[src/rtl/i2c_tgt_pkg.sv]
package i2c_tgt_pkg;
  localparam int unsigned BYTE_W = 8;
  localparam int unsigned REG_AW = 2 * BYTE_W;
  localparam int unsigned DEV_AW = 7;

  typedef enum logic [2:0] {
    ST_IDLE, ST_RX, ST_RX_ACK, ST_TX, ST_TX_ACK
  } tgt_st_e;

  typedef enum logic [1:0] {
    PH_DEV, PH_AHI, PH_ALO, PH_DAT
  } tgt_ph_e;
endpackage

[src/rtl/i2c_line_sync.sv]
module i2c_line_sync #(
  parameter int unsigned STAGES = 2
) (
  input  logic clk_i,
  input  logic rst_ni,
  input  logic scl_i,
  input  logic sda_i,
  output logic scl_s_o,
  output logic sda_s_o,
  output logic scl_rise_o,
  output logic scl_fall_o,
  output logic start_o,
  output logic stop_o
);
  logic [1:0] pipe_q [STAGES];
  logic       scl_d_q, sda_d_q;

  for (genvar g = 0; g < STAGES; g++) begin : g_stage
    if (g == 0) begin : g_first
      always_ff @(posedge clk_i or negedge rst_ni)
        if (!rst_ni) pipe_q[g] <= 2'b11;
        else         pipe_q[g] <= {scl_i, sda_i};
    end else begin : g_next
      always_ff @(posedge clk_i or negedge rst_ni)
        if (!rst_ni) pipe_q[g] <= 2'b11;
        else         pipe_q[g] <= pipe_q[g-1];
    end
  end

  assign scl_s_o = pipe_q[STAGES-1][1];
  assign sda_s_o = pipe_q[STAGES-1][0];

  always_ff @(posedge clk_i or negedge rst_ni)
    if (!rst_ni) begin
      scl_d_q <= 1'b1;
      sda_d_q <= 1'b1;
    end else begin
      scl_d_q <= scl_s_o;
      sda_d_q <= sda_s_o;
    end

  assign scl_rise_o = scl_s_o & ~scl_d_q;
  assign scl_fall_o = ~scl_s_o & scl_d_q;
  // SDA edge while SCL stays high
  assign start_o = scl_s_o & scl_d_q & sda_d_q & ~sda_s_o;
  assign stop_o  = scl_s_o & scl_d_q & ~sda_d_q & sda_s_o;
endmodule

[src/rtl/i2c_addr_sel.sv]
module i2c_addr_sel
  import i2c_tgt_pkg::*;
(
  input  logic [1:0]        strap_i,
  input  logic [BYTE_W-1:0] ovr_i,
  output logic [DEV_AW-1:0] dev_addr_o
);
  localparam logic [DEV_AW-1:0] STRAP_TBL [4] = '{7'h0B, 7'h34, 7'h77, 7'h65};

  always_comb begin
    if (ovr_i[BYTE_W-1]) dev_addr_o = ovr_i[DEV_AW-1:0];
    else                 dev_addr_o = STRAP_TBL[strap_i];
  end
endmodule

[src/rtl/i2c_tgt_fsm.sv]
module i2c_tgt_fsm
  import i2c_tgt_pkg::*;
#(
  parameter logic [REG_AW-1:0] OVR_ADDR = 16'h0030
) (
  input  logic              clk_i,
  input  logic              rst_ni,
  input  logic              sda_s_i,
  input  logic              scl_rise_i,
  input  logic              scl_fall_i,
  input  logic              start_i,
  input  logic              stop_i,
  input  logic [DEV_AW-1:0] dev_addr_i,
  input  logic              stretch_en_i,
  input  logic [BYTE_W-1:0] reg_rdata_i,
  input  logic              reg_done_i,
  output logic              sda_oe_o,
  output logic              scl_oe_o,
  output logic              reg_req_o,
  output logic              reg_we_o,
  output logic [REG_AW-1:0] reg_addr_o,
  output logic [BYTE_W-1:0] reg_wdata_o,
  output logic              done_irq_o,
  output logic [BYTE_W-1:0] ovr_o
);
  localparam int unsigned CNT_W = $clog2(BYTE_W + 1);
  localparam logic [CNT_W-1:0] BITS = CNT_W'(BYTE_W);

  tgt_st_e           st_q;
  tgt_ph_e           ph_q;
  logic [CNT_W-1:0]  cnt_q;
  logic [BYTE_W-1:0] sh_q, tx_q, ovr_q;
  logic [REG_AW-1:0] ra_q;
  logic [DEV_AW-1:0] dev_q;
  logic              rd_q, nack_q, busy_q, sda_oe_q;
  logic              rd_go;

  // next read is fetched at the falling edge that opens a transmit byte
  assign rd_go = !start_i && !stop_i && scl_fall_i &&
                 ((st_q == ST_RX_ACK && rd_q) || (st_q == ST_TX_ACK && !nack_q));

  always_ff @(posedge clk_i or negedge rst_ni) begin
    if (!rst_ni) begin
      st_q <= ST_IDLE;  ph_q <= PH_DEV;  cnt_q <= '0;
      sh_q <= '0;  tx_q <= '0;  ovr_q <= '0;  ra_q <= '0;  dev_q <= '0;
      rd_q <= 1'b0;  nack_q <= 1'b0;  busy_q <= 1'b0;  sda_oe_q <= 1'b0;
      reg_req_o <= 1'b0;  reg_we_o <= 1'b0;  reg_addr_o <= '0;  reg_wdata_o <= '0;
      done_irq_o <= 1'b0;
    end else begin
      reg_req_o  <= 1'b0;
      done_irq_o <= 1'b0;
      if (reg_done_i && busy_q) begin
        busy_q     <= 1'b0;
        done_irq_o <= !stretch_en_i;
        if (!reg_we_o && st_q == ST_TX) begin
          tx_q     <= reg_rdata_i;
          sda_oe_q <= ~reg_rdata_i[BYTE_W-1];
        end
      end
      if (start_i) begin
        st_q <= ST_RX;  ph_q <= PH_DEV;  cnt_q <= '0;
        sda_oe_q <= 1'b0;  dev_q <= dev_addr_i;
      end else if (stop_i) begin
        st_q <= ST_IDLE;  sda_oe_q <= 1'b0;
      end else begin
        unique case (st_q)
          ST_RX: begin
            if (scl_rise_i && cnt_q != BITS) begin
              sh_q  <= {sh_q[BYTE_W-2:0], sda_s_i};
              cnt_q <= cnt_q + 1'b1;
            end else if (scl_fall_i && cnt_q == BITS) begin
              cnt_q <= '0;
              unique case (ph_q)
                PH_DEV: begin
                  if (sh_q[BYTE_W-1:1] == dev_q) begin
                    sda_oe_q <= 1'b1;  st_q <= ST_RX_ACK;
                    rd_q <= sh_q[0];  ph_q <= PH_AHI;
                  end else begin
                    st_q <= ST_IDLE;
                  end
                end
                PH_AHI: begin
                  ra_q[REG_AW-1:BYTE_W] <= sh_q;
                  sda_oe_q <= 1'b1;  st_q <= ST_RX_ACK;  ph_q <= PH_ALO;
                end
                PH_ALO: begin
                  ra_q[BYTE_W-1:0] <= sh_q;
                  sda_oe_q <= 1'b1;  st_q <= ST_RX_ACK;  ph_q <= PH_DAT;
                end
                default: begin
                  sda_oe_q <= 1'b1;  st_q <= ST_RX_ACK;
                  ra_q <= ra_q + 1'b1;
                  if (ra_q == OVR_ADDR) ovr_q <= sh_q;
                  else begin
                    reg_req_o <= 1'b1;  reg_we_o <= 1'b1;  busy_q <= 1'b1;
                    reg_addr_o <= ra_q;  reg_wdata_o <= sh_q;
                  end
                end
              endcase
            end
          end
          ST_RX_ACK: if (scl_fall_i) begin
            sda_oe_q <= 1'b0;  cnt_q <= '0;
            st_q <= rd_q ? ST_TX : ST_RX;
          end
          ST_TX: begin
            if (scl_rise_i) cnt_q <= cnt_q + 1'b1;
            else if (scl_fall_i) begin
              if (cnt_q == BITS) begin
                sda_oe_q <= 1'b0;  st_q <= ST_TX_ACK;
              end else begin
                tx_q     <= {tx_q[BYTE_W-2:0], 1'b0};
                sda_oe_q <= ~tx_q[BYTE_W-2];
              end
            end
          end
          ST_TX_ACK: begin
            if (scl_rise_i) nack_q <= sda_s_i;
            else if (scl_fall_i) begin
              cnt_q <= '0;
              st_q  <= nack_q ? ST_IDLE : ST_TX;
            end
          end
          default: ;
        endcase
        if (rd_go) begin
          ra_q <= ra_q + 1'b1;
          if (ra_q == OVR_ADDR) begin
            tx_q <= ovr_q;  sda_oe_q <= ~ovr_q[BYTE_W-1];
          end else begin
            reg_req_o <= 1'b1;  reg_we_o <= 1'b0;  busy_q <= 1'b1;
            reg_addr_o <= ra_q;  sda_oe_q <= 1'b0;
          end
        end
      end
    end
  end

  assign sda_oe_o = sda_oe_q;
  assign scl_oe_o = busy_q & stretch_en_i;
  assign ovr_o    = ovr_q;


  req_pulse_chk: assert property (@(posedge clk_i) disable iff (!rst_ni)
    reg_req_o |=> !reg_req_o);

  rd_in_tx_chk: assert property (@(posedge clk_i) disable iff (!rst_ni)
    (reg_req_o && !reg_we_o) |-> (st_q == ST_TX));

  hold_until_done_chk: assert property (@(posedge clk_i) disable iff (!rst_ni)
    (scl_oe_o && !reg_done_i) |=> (scl_oe_o || !stretch_en_i));

  no_stretch_chk: assert property (@(posedge clk_i) disable iff (!rst_ni)
    !stretch_en_i |-> !scl_oe_o);

  stop_release_chk: assert property (@(posedge clk_i) disable iff (!rst_ni)
    stop_i |=> !sda_oe_o);
endmodule

[src/rtl/i2c_reg_target.sv]
module i2c_reg_target
  import i2c_tgt_pkg::*;
#(
  parameter logic [15:0] OVR_ADDR    = 16'h0030,
  parameter int unsigned SYNC_STAGES = 2
) (
  input  logic        clk_i,
  input  logic        rst_ni,
  input  logic        scl_i,
  input  logic        sda_i,
  output logic        scl_oe_o,
  output logic        sda_oe_o,
  input  logic [1:0]  strap_i,
  input  logic        stretch_en_i,
  output logic        reg_req_o,
  output logic        reg_we_o,
  output logic [15:0] reg_addr_o,
  output logic [7:0]  reg_wdata_o,
  input  logic [7:0]  reg_rdata_i,
  input  logic        reg_done_i,
  output logic        done_irq_o
);
  logic scl_s, sda_s, scl_rise, scl_fall, start_det, stop_det;
  logic [BYTE_W-1:0] ovr;
  logic [DEV_AW-1:0] dev_addr;

  i2c_line_sync #(.STAGES(SYNC_STAGES)) u_sync (
    .clk_i, .rst_ni, .scl_i, .sda_i,
    .scl_s_o(scl_s), .sda_s_o(sda_s), .scl_rise_o(scl_rise),
    .scl_fall_o(scl_fall), .start_o(start_det), .stop_o(stop_det)
  );

  i2c_addr_sel u_asel (.strap_i, .ovr_i(ovr), .dev_addr_o(dev_addr));

  i2c_tgt_fsm #(.OVR_ADDR(OVR_ADDR)) u_fsm (
    .clk_i, .rst_ni, .sda_s_i(sda_s), .scl_rise_i(scl_rise), .scl_fall_i(scl_fall),
    .start_i(start_det), .stop_i(stop_det), .dev_addr_i(dev_addr),
    .stretch_en_i, .reg_rdata_i, .reg_done_i,
    .sda_oe_o, .scl_oe_o, .reg_req_o, .reg_we_o, .reg_addr_o, .reg_wdata_o,
    .done_irq_o, .ovr_o(ovr)
  );


  rst_release_chk: assert property (@(posedge clk_i) disable iff (!rst_ni)
    $rose(rst_ni) |-> (!sda_oe_o && !scl_oe_o));

  logic unused_scl;
  assign unused_scl = scl_s;
endmodule

[config.mk]
export PLATFORM = sky130hd
export DESIGN_NAME = i2c_reg_target
export DESIGN_NICKNAME = d
export VERILOG_FILES = /design/src/rtl/i2c_tgt_pkg.sv /design/src/rtl/i2c_line_sync.sv /design/src/rtl/i2c_addr_sel.sv /design/src/rtl/i2c_tgt_fsm.sv /design/src/rtl/i2c_reg_target.sv
export SDC_FILE = /design/constraint.sdc
export NUM_CORES = 1
export LEC_CHECK = 0
export ABC_AREA = 1
export BUFFER_PORTS_ARGS = -buffer_cell sky130_fd_sc_hd__buf_2
export CAP_MARGIN = 40
export CORE_MARGIN = 2
export CORE_UTILIZATION = 48
export CTS_BUF_LIST = sky130_fd_sc_hd__clkbuf_16
export DETAILED_ROUTE_END_ITERATION = 16
export GPL_TIMING_DRIVEN = 0
export MAX_ROUTING_LAYER = met4
export PLACE_DENSITY = 0.67
export SETUP_SLACK_MARGIN = 0.3
export SYNTH_ARGS = -nofsm -noshare
export SYNTH_HDL_FRONTEND = slang
export SYNTH_SLANG_ARGS = --single-unit
export TNS_END_PERCENT = 10
[constraint.sdc]
create_clock -name clk_i -period 2.1 [get_ports clk_i]
set_input_delay 0.105 -clock clk_i [delete_from_list [all_inputs] [get_ports clk_i]]
set_output_delay 0.105 -clock clk_i [all_outputs]
set_load 0.05 [all_outputs]
==> results.sh, run 1 <==
export IMPL_post_place_cells=807
export IMPL_totalWireLength_mm=12.5
export IMPL_dominantRegCellSynth="sky130_fd_sc_hd__dfrtp_1"
export IMPL_via_density=5.18
export IMPL_cts_root_buf="sky130_fd_sc_hd__clkbuf_16"
export IMPL_slowest_stage="sky130_fd_sc_hd__dfrtp_1"
export IMPL_post_drt_wl_per_cell_um=14.7
export IMPL_1st_pass_router_iterations=5
export IMPL_synth_enable_flop_cells=0
export IMPL_cp_cell_sequence="inv_2, ha_4, nand4_1, or2_1, nor3_4, nand2_2, buf_6, o21ai_0, inv_1"
export IMPL_synth_cell_type_count=42
export IMPL_numClockSinks=92
export IMPL_first_global_vias=4222
export IMPL_result_of_the_run="complete, no violations"
export IMPL_max_clock_path_buffers=2
export IMPL_multi_input_area_sq_um=2310
export IMPL_unrepaired_setup_endpoints_after_global_routing="true"
export IMPL_largest_delay_contributor_family_on_the_critical_path="simple AND/OR/NAND/NOR gates"
export IMPL_worstPathMaxFanout=5
export IMPL_cts_tree="done"
export IMPL_setup_viol=0
export IMPL_ys_warnings_count=0
export IMPL_detailed_place_hpwl_mm=8.89
export IMPL_crit_cells=9
export IMPL_synth_cell_area_sq_um=4990
export IMPL_htree_levels=3
export IMPL_timing_critical_path_arrival_ps=2110
export IMPL_tritoncts_num_buffers=9
export IMPL_worst_r2r_startpoint="u_fsm.ra_q[1]"
export IMPL_drv_max_cap_violation_count=0
export IMPL_count_of_input_and_output_buffers=44
export IMPL_floorplan_rows=37
export IMPL_comb_power_share_pct=19.7
export IMPL_chipWidth_um=106
export IMPL_switching_power_uw=1330
export IMPL_pwr_density_cell_nw_per_um2=724
export IMPL_cpPeakStageDelay_ps=390
export IMPL_static_leakage_power_uw=0.00308
export IMPL_grt_max_degree=58
export IMPL_p_clk_share_pct=33.7
export IMPL_route_vias_total=4400
export IMPL_max_clock_freq_mhz=533
export IMPL_syn_to_final_growth_pct=19.8
export IMPL_postSynthNetCount=655
export IMPL_detail_route_drc_violations=0
export IMPL_asyncSetResetFlopFracSynth_pct=100
export IMPL_worstSkewPairLatency_ps=350
export IMPL_insertedDiodeCount=0
export IMPL_seq_area_frac_synth_pct=46.2
export IMPL_hold_path_class="in2reg"
export IMPL_slew_headroom_pct=67.5
export IMPL_detail_route_antenna_nets=0
export IMPL_gp_congestion=0.928
export IMPL_cp_endpoint="u_fsm.ovr_o[5]"
export IMPL_worst_setup_hold_path_clk_slew_ps=60
export IMPL_drt_first_iter_violations=319
export IMPL_vdd_ir_drop_max_v=0.000410
export IMPL_worstPathBufferInverterCount=3
export IMPL_first_pass_grt_wire_length_mm=20.3
export IMPL_power_internal_uw=3000
export IMPL_pin_count=45
export IMPL_combined_flip_flop_and_latch_cell_area_sq_um=2310
export IMPL_filler_cell_count=928
export IMPL_worst_setup_path_end_kind="flop"
export IMPL_critPathRequiredTime_ps=2330
export IMPL_switching_share_pct=30.8
export IMPL_number_of_cells_produced_by_synthesis=626
export IMPL_post_route_cells_drive_above_1_share_pct=20.2
export IMPL_layout_nets=737
export IMPL_start_util_pct=48.8
export IMPL_post_synth_cell_area_avg_sq_um=7.98
export IMPL_timing_final_crit_period_ps=1880
export IMPL_finish_cell_count_without_fillers=849
export IMPL_crit_reg2reg_capture="u_fsm.ovr_o[5]"
export IMPL_worstSetupPathType="reg2reg"
export IMPL_setup_worst_path_start="u_fsm.ra_q[1]"
export IMPL_worst_r2r_path_depth=9
export IMPL_ys_top_cells_by_area="sky130_fd_sc_hd__dfrtp_1, sky130_fd_sc_hd__nand2_1, sky130_fd_sc_hd__inv_1"
export IMPL_grt_overflow=0
export IMPL_fin_skew_ps=9.27
export IMPL_sequential_cell_fraction_of_total_power_pct=46.6
export IMPL_die_area_sq_um=11200
export IMPL_tightestPinTransition_ps=487
export IMPL_rrSetupSlack_ps=220
export IMPL_slew_viol_final=0
export IMPL_finalHoldViolations=0
export IMPL_worst_setup_path_start_kind="flop"
export IMPL_synth_largest_type_area_fraction_pct=43.1
export IMPL_grt_util_all_layers_pct=23.9
export IMPL_p_total_uw=4330
export IMPL_chipHeight_um=106
export IMPL_coreArea_sq_um=10200
export IMPL_number_of_antenna_violations_at_the_first_check_in_global_routing=0
export IMPL_synth_top_cell_by_area="sky130_fd_sc_hd__dfrtp_1"
export IMPL_final_period_utilization_pct=89.3
export IMPL_register_bit_count_reported_by_yosys=92
[synthesized netlist by cell type, drive strengths merged (2+ instances only)]
cell,n
a21oi,21
a22oi,2
buf,9
clkbuf,3
dfrtp,86
dfstp,6
ha,13
inv,95
mux2i,2
nand2,182
nand3,26
nand4,12
nor2,40
nor3,5
o211ai,9
o21ai,95
o22ai,3
or2,2
xor2,8
[worst reg2reg max path, stage by stage (launching register included)]
cell and delay [ps]:
sky130_fd_sc_hd__dfrtp_1 390, sky130_fd_sc_hd__inv_2 80, sky130_fd_sc_hd__ha_4 120, sky130_fd_sc_hd__nand4_1 120, sky130_fd_sc_hd__or2_1 280, sky130_fd_sc_hd__nor3_4 270, sky130_fd_sc_hd__nand2_2 160, sky130_fd_sc_hd__buf_6 160
sky130_fd_sc_hd__o21ai_0 130, sky130_fd_sc_hd__inv_1 50
[per-stage QoR]
stage	TNS [ps]	cell area, sq um	setup slack, ps	util (%)	hold WS [ps]
after floorplan	0	4990	392	-	-191
after global placement	-39.4	5390	-39.4	52.6	211
after detailed placement	-221	5420	-32.0	52.9	96.6
after CTS	0	5870	164	57.4	64.7
after global routing	0	5980	105	58.5	73.5
final	0	5980	225	58.5	73.0
[per-layer routing]
layer  global-route usage [%]  vias up  part of all wire (%)
met5                        -        -                     0
met4                     11.9        0                   3.0
met3                     3.07       36                   4.0
met2                     38.8      115                    49
met1                     29.5     2059                    44
li1                         -     2190                     -
[how the worst min path moves through the flow]
| stage | slack, ps | end | startpoint | cells after the start |
|---|---|---|---|---|
| floorplan | -190 | u_fsm.busy_q | rst_ni | 0 |
| global placement | 210 | u_sync.pipe_q[2] | sda_i | 1 |
| detailed placement | 100 | u_fsm.reg_addr_o[2] | rst_ni | 1 |
| CTS | 60 | u_fsm.tx_q[6] | reg_rdata_i[6] | 3 |
| global route | 70 | u_fsm.tx_q[0] | reg_rdata_i[0] | 3 |
| finish | 70 | u_fsm.tx_q[6] | reg_rdata_i[6] | 3 |
[sequential cells by signal, summed over array words and instances, names as in the netlist, 2 cells and up]
| signal | flops |
|---|---|
| u_fsm.tx_q | 7 |
| u_fsm.cnt_q | 4 |
| u_sync.pipe_q | 2 |
| u_fsm.ovr_o | 8 |
| u_fsm.reg_addr_o | 16 |
| u_fsm.dev_q | 7 |
| u_fsm.reg_wdata_o | 8 |
| u_fsm.ra_q | 16 |
| u_fsm.ph_q | 2 |
| u_fsm.st_q | 3 |
| u_fsm.sh_q | 8 |
[layout make-up]
class                      instances  share of cell area [%]
timing repair buffer              71                    7.78
buffer                            12                    1.80
clock buffer                       9                    3.76
sequential                        92                    38.6
clock inverter                     7                   0.607
multi-input combinational        427                    38.5
inverter                          95                    6.04
tap                              136                    2.84
[cells in the final DEF (no fill, tap or decap), types with 3 or more instances in the layout]
| cell | count |
|---|---|
| sky130_fd_sc_hd__a21oi_1 | 20 |
| sky130_fd_sc_hd__nor3_1 | 3 |
| sky130_fd_sc_hd__dfrtp_1 | 86 |
| sky130_fd_sc_hd__nand3_1 | 23 |
| sky130_fd_sc_hd__inv_2 | 7 |
| sky130_fd_sc_hd__buf_2 | 44 |
| sky130_fd_sc_hd__nand2_4 | 3 |
| sky130_fd_sc_hd__dlygate4sd3_1 | 5 |
| sky130_fd_sc_hd__clkbuf_16 | 9 |
| sky130_fd_sc_hd__nor2_1 | 28 |
| sky130_fd_sc_hd__nand2_2 | 12 |
| sky130_fd_sc_hd__nand3_2 | 3 |
| sky130_fd_sc_hd__buf_6 | 10 |
| sky130_fd_sc_hd__nor2_4 | 7 |
| sky130_fd_sc_hd__nor2_2 | 4 |
| sky130_fd_sc_hd__buf_4 | 20 |
| sky130_fd_sc_hd__o211ai_1 | 9 |
| sky130_fd_sc_hd__xor2_1 | 8 |
| sky130_fd_sc_hd__inv_1 | 88 |
| sky130_fd_sc_hd__nand2_1 | 166 |
| sky130_fd_sc_hd__dfstp_2 | 6 |
| sky130_fd_sc_hd__o21ai_4 | 3 |
| sky130_fd_sc_hd__o22ai_1 | 3 |
| sky130_fd_sc_hd__nand4_1 | 12 |
| sky130_fd_sc_hd__o21ai_0 | 63 |
| sky130_fd_sc_hd__ha_1 | 12 |
| sky130_fd_sc_hd__o21ai_1 | 28 |
[power by group through the flow]
stage	sequential (uW)	clock (uW)	combinational, uW
floorplan	2040	0	515
global placement	2040	0	724
detailed placement	2040	0	750
CTS	2010	1490	783
global route	2030	1570	988
finish	2020	1460	854
[timing repair]
action / CTS / global route
setup endpoints to repair: 71 / 82
endpoints found under the hold margin: 39 / 0
buffers inserted: 9 / 9
cloned: 3 / 0
pin swaps: 7 / 8
hold buffers: 5 / 0
resized for setup: 20 / 16
[logic make-up after synthesis]
| group | Yosys count | share of synthesized area, % |
|---|---|---|
| flops | 92 | 46.2 |
| mux | 3 | 0.626 |
| simple gates | 268 | 24.3 |
| compound gates | 134 | 14.9 |
| fa+ha+maj | 13 | 3.26 |
| buf+inv | 107 | 9.12 |
| xor+xnor | 9 | 1.58 |
Power figures use the tool's default switching activity.
==> inputs of run 2 (changes only) <==
--- a/config.mk
+++ b/config.mk
@@ -15,6 +15,7 @@
 export GPL_TIMING_DRIVEN = 0
 export MAX_ROUTING_LAYER = met4
 export PLACE_DENSITY = 0.67
+export RECOVER_POWER = 50
 export SETUP_SLACK_MARGIN = 0.3
 export SYNTH_ARGS = -nofsm -noshare
 export SYNTH_HDL_FRONTEND = slang
==> run 2 against run 1 <==
  * First-iteration DRC count is 11% lower
  * Sequential share of layout area is 0.081 points higher
  * Die area stayed put
  * Sequential power hardly changed
  * Critical path depth stayed put
  * Clock-buffer cell count stayed put
  * Non-clock buffer count stayed put
  * Largest power group unchanged
==> results.sh, run 2 (same netlist as run 1, synthesis figures left out) <==
export IMPL_result_of_the_run="complete, no violations"
export IMPL_static_leakage_power_uw=0.00305
export IMPL_detailed_place_hpwl_mm=8.89
export IMPL_pwr_density_cell_nw_per_um2=725
export IMPL_post_route_cells_drive_above_1_share_pct=18.8
export IMPL_via_density=5.18
export IMPL_largest_registers="u_fsm.ra_q x16, u_fsm.reg_addr_o x16"
export IMPL_worst_r2r_startpoint="u_fsm.ra_q[1]"
export IMPL_worstSkewPairLatency_ps=350
export IMPL_fin_skew_ps=9.61
export IMPL_insertedDiodeCount=0
export IMPL_syn_to_final_growth_pct=19.5
export IMPL_detail_route_drc_violations=0
export IMPL_grt_max_degree=58
export IMPL_worst_setup_path_end_kind="flop"
export IMPL_final_common_cell="sky130_fd_sc_hd__nand2_1"
export IMPL_finalHoldViolations=0
export IMPL_most_common_layout_cells="sky130_fd_sc_hd__nand2_1, sky130_fd_sc_hd__inv_1, sky130_fd_sc_hd__dfrtp_1"
export IMPL_setup_worst_path_start="u_fsm.ra_q[1]"
export IMPL_slew_viol_final=0
export IMPL_layout_core_utilization_pct=58.3
export IMPL_cts_root_buf="sky130_fd_sc_hd__clkbuf_16"
export IMPL_chipWidth_um=106
export IMPL_coreArea_sq_um=10200
export IMPL_finish_cell_count_without_fillers=849
export IMPL_totalWireLength_mm=12.4
export IMPL_grt_util_all_layers_pct=23.9
export IMPL_1st_pass_router_iterations=6
export IMPL_tightestPinTransition_ps=941
export IMPL_slew_headroom_pct=37.2
export IMPL_gp_congestion=0.928
export IMPL_max_clock_path_buffers=2
export IMPL_unrepaired_setup_endpoints_after_global_routing="true"
export IMPL_post_place_cells=807
export IMPL_chipHeight_um=106
export IMPL_drt_first_iter_violations=283
export IMPL_route_vias_total=4397
export IMPL_worstSetupPathType="reg2reg"
export IMPL_min_delay_start="reg_rdata_i[6]"
export IMPL_die_area_sq_um=11200
export IMPL_post_drt_wl_per_cell_um=14.7
export IMPL_pin_count=45
export IMPL_vdd_ir_drop_max_v=0.000410
export IMPL_max_clock_freq_mhz=535
export IMPL_worst_setup_path_start_kind="flop"
export IMPL_number_of_antenna_violations_at_the_first_check_in_global_routing=0
export IMPL_setup_viol=0
export IMPL_critPathRequiredTime_ps=2330
export IMPL_htree_levels=3
export IMPL_floorplan_rows=37
export IMPL_timing_critical_path_arrival_ps=2100
export IMPL_start_util_pct=48.8
export IMPL_cts_tree="done"
export IMPL_hold_path_class="in2reg"
export IMPL_final_period_utilization_pct=89.1
export IMPL_worst_setup_hold_path_clk_slew_ps=60
export IMPL_numClockSinks=92
export IMPL_first_pass_grt_wire_length_mm=20.3
export IMPL_tritoncts_num_buffers=9
export IMPL_grt_overflow=0
export IMPL_drv_max_cap_violation_count=0
export IMPL_count_of_input_and_output_buffers=44
export IMPL_timing_final_crit_period_ps=1870
export IMPL_detail_route_antenna_nets=0
export IMPL_first_global_vias=4222
export IMPL_layout_nets=737
export IMPL_worstPathMaxFanout=10
[run 2: final timing paths]
kind	slack, ps	cells past startpoint	end
worst max register to register	230	9	u_fsm.busy_q
worst min-delay path	70	3	u_fsm.tx_q[6]
worst max-delay path	230	9	u_fsm.busy_q
worst min register to register	360	0	u_sync.sda_s_o
min in group asynchronous	440	2	u_fsm.reg_addr_o[2]
max in group asynchronous	830	3	u_sync.pipe_q[3]
[run 2: final cells by class]
type / instances / area, sq um
flip-flops and latches: 92 / 2310
repair buffers: 71 / 453
plain buffers: 12 / 108
well taps: 136 / 170
clock inverters: 7 / 36.3
inverters: 95 / 362
multi-input cells: 427 / 2310
clock buffers: 9 / 225
fillers: 937 / 4260
[run 2: worst max-delay path, stage by stage, from the launching register on]
cell	delay (ps)
sky130_fd_sc_hd__dfrtp_1	390
sky130_fd_sc_hd__inv_2	80
sky130_fd_sc_hd__ha_4	120
sky130_fd_sc_hd__nand4_1	120
sky130_fd_sc_hd__or2_1	280
sky130_fd_sc_hd__nor3_4	260
sky130_fd_sc_hd__nor2_4	70
sky130_fd_sc_hd__o21ai_4	150
sky130_fd_sc_hd__buf_6	200
sky130_fd_sc_hd__o21ai_1	70
[run 2: repair_timing]
item | 4_1_cts | 5_1_grt
gates cloned | 3 | 0
resized for setup | 20 | 16
setup endpoints to repair | 71 | 82
hold endpoints to repair | 39 | 0
buffers inserted | 9 | 9
hold buffers | 5 | 0
pin swaps | 7 | 8
[run 2: layer usage]
metal / track usage (%) / part of all wire [%]
met3: 3.07 / 4.1
met1: 29.5 / 44
met5: - / 0
met2: 38.8 / 49
met4: 11.9 / 3.1
[run 2: per-stage QoR]
step / setup TNS, ps / area, sq um / setup slack, ps / hold slack, ps / power, uW
floorplan: 0 / 4990 / 392 / -191 / 2560
global placement: -39.4 / 5390 / -39.4 / 211 / 2760
detailed placement: -221 / 5420 / -32.0 / 96.6 / 2790
CTS: 0 / 5870 / 164 / 64.7 / 4290
global route: 0 / 5970 / 62.8 / 73.5 / 4590
finish: 0 / 5970 / 230 / 73.5 / 4330
[run 2: power breakdown]
group          internal (uW)  switching (uW)
clock                    785             673
combinational            308             543
sequential              1900             120
total                   2990            1330
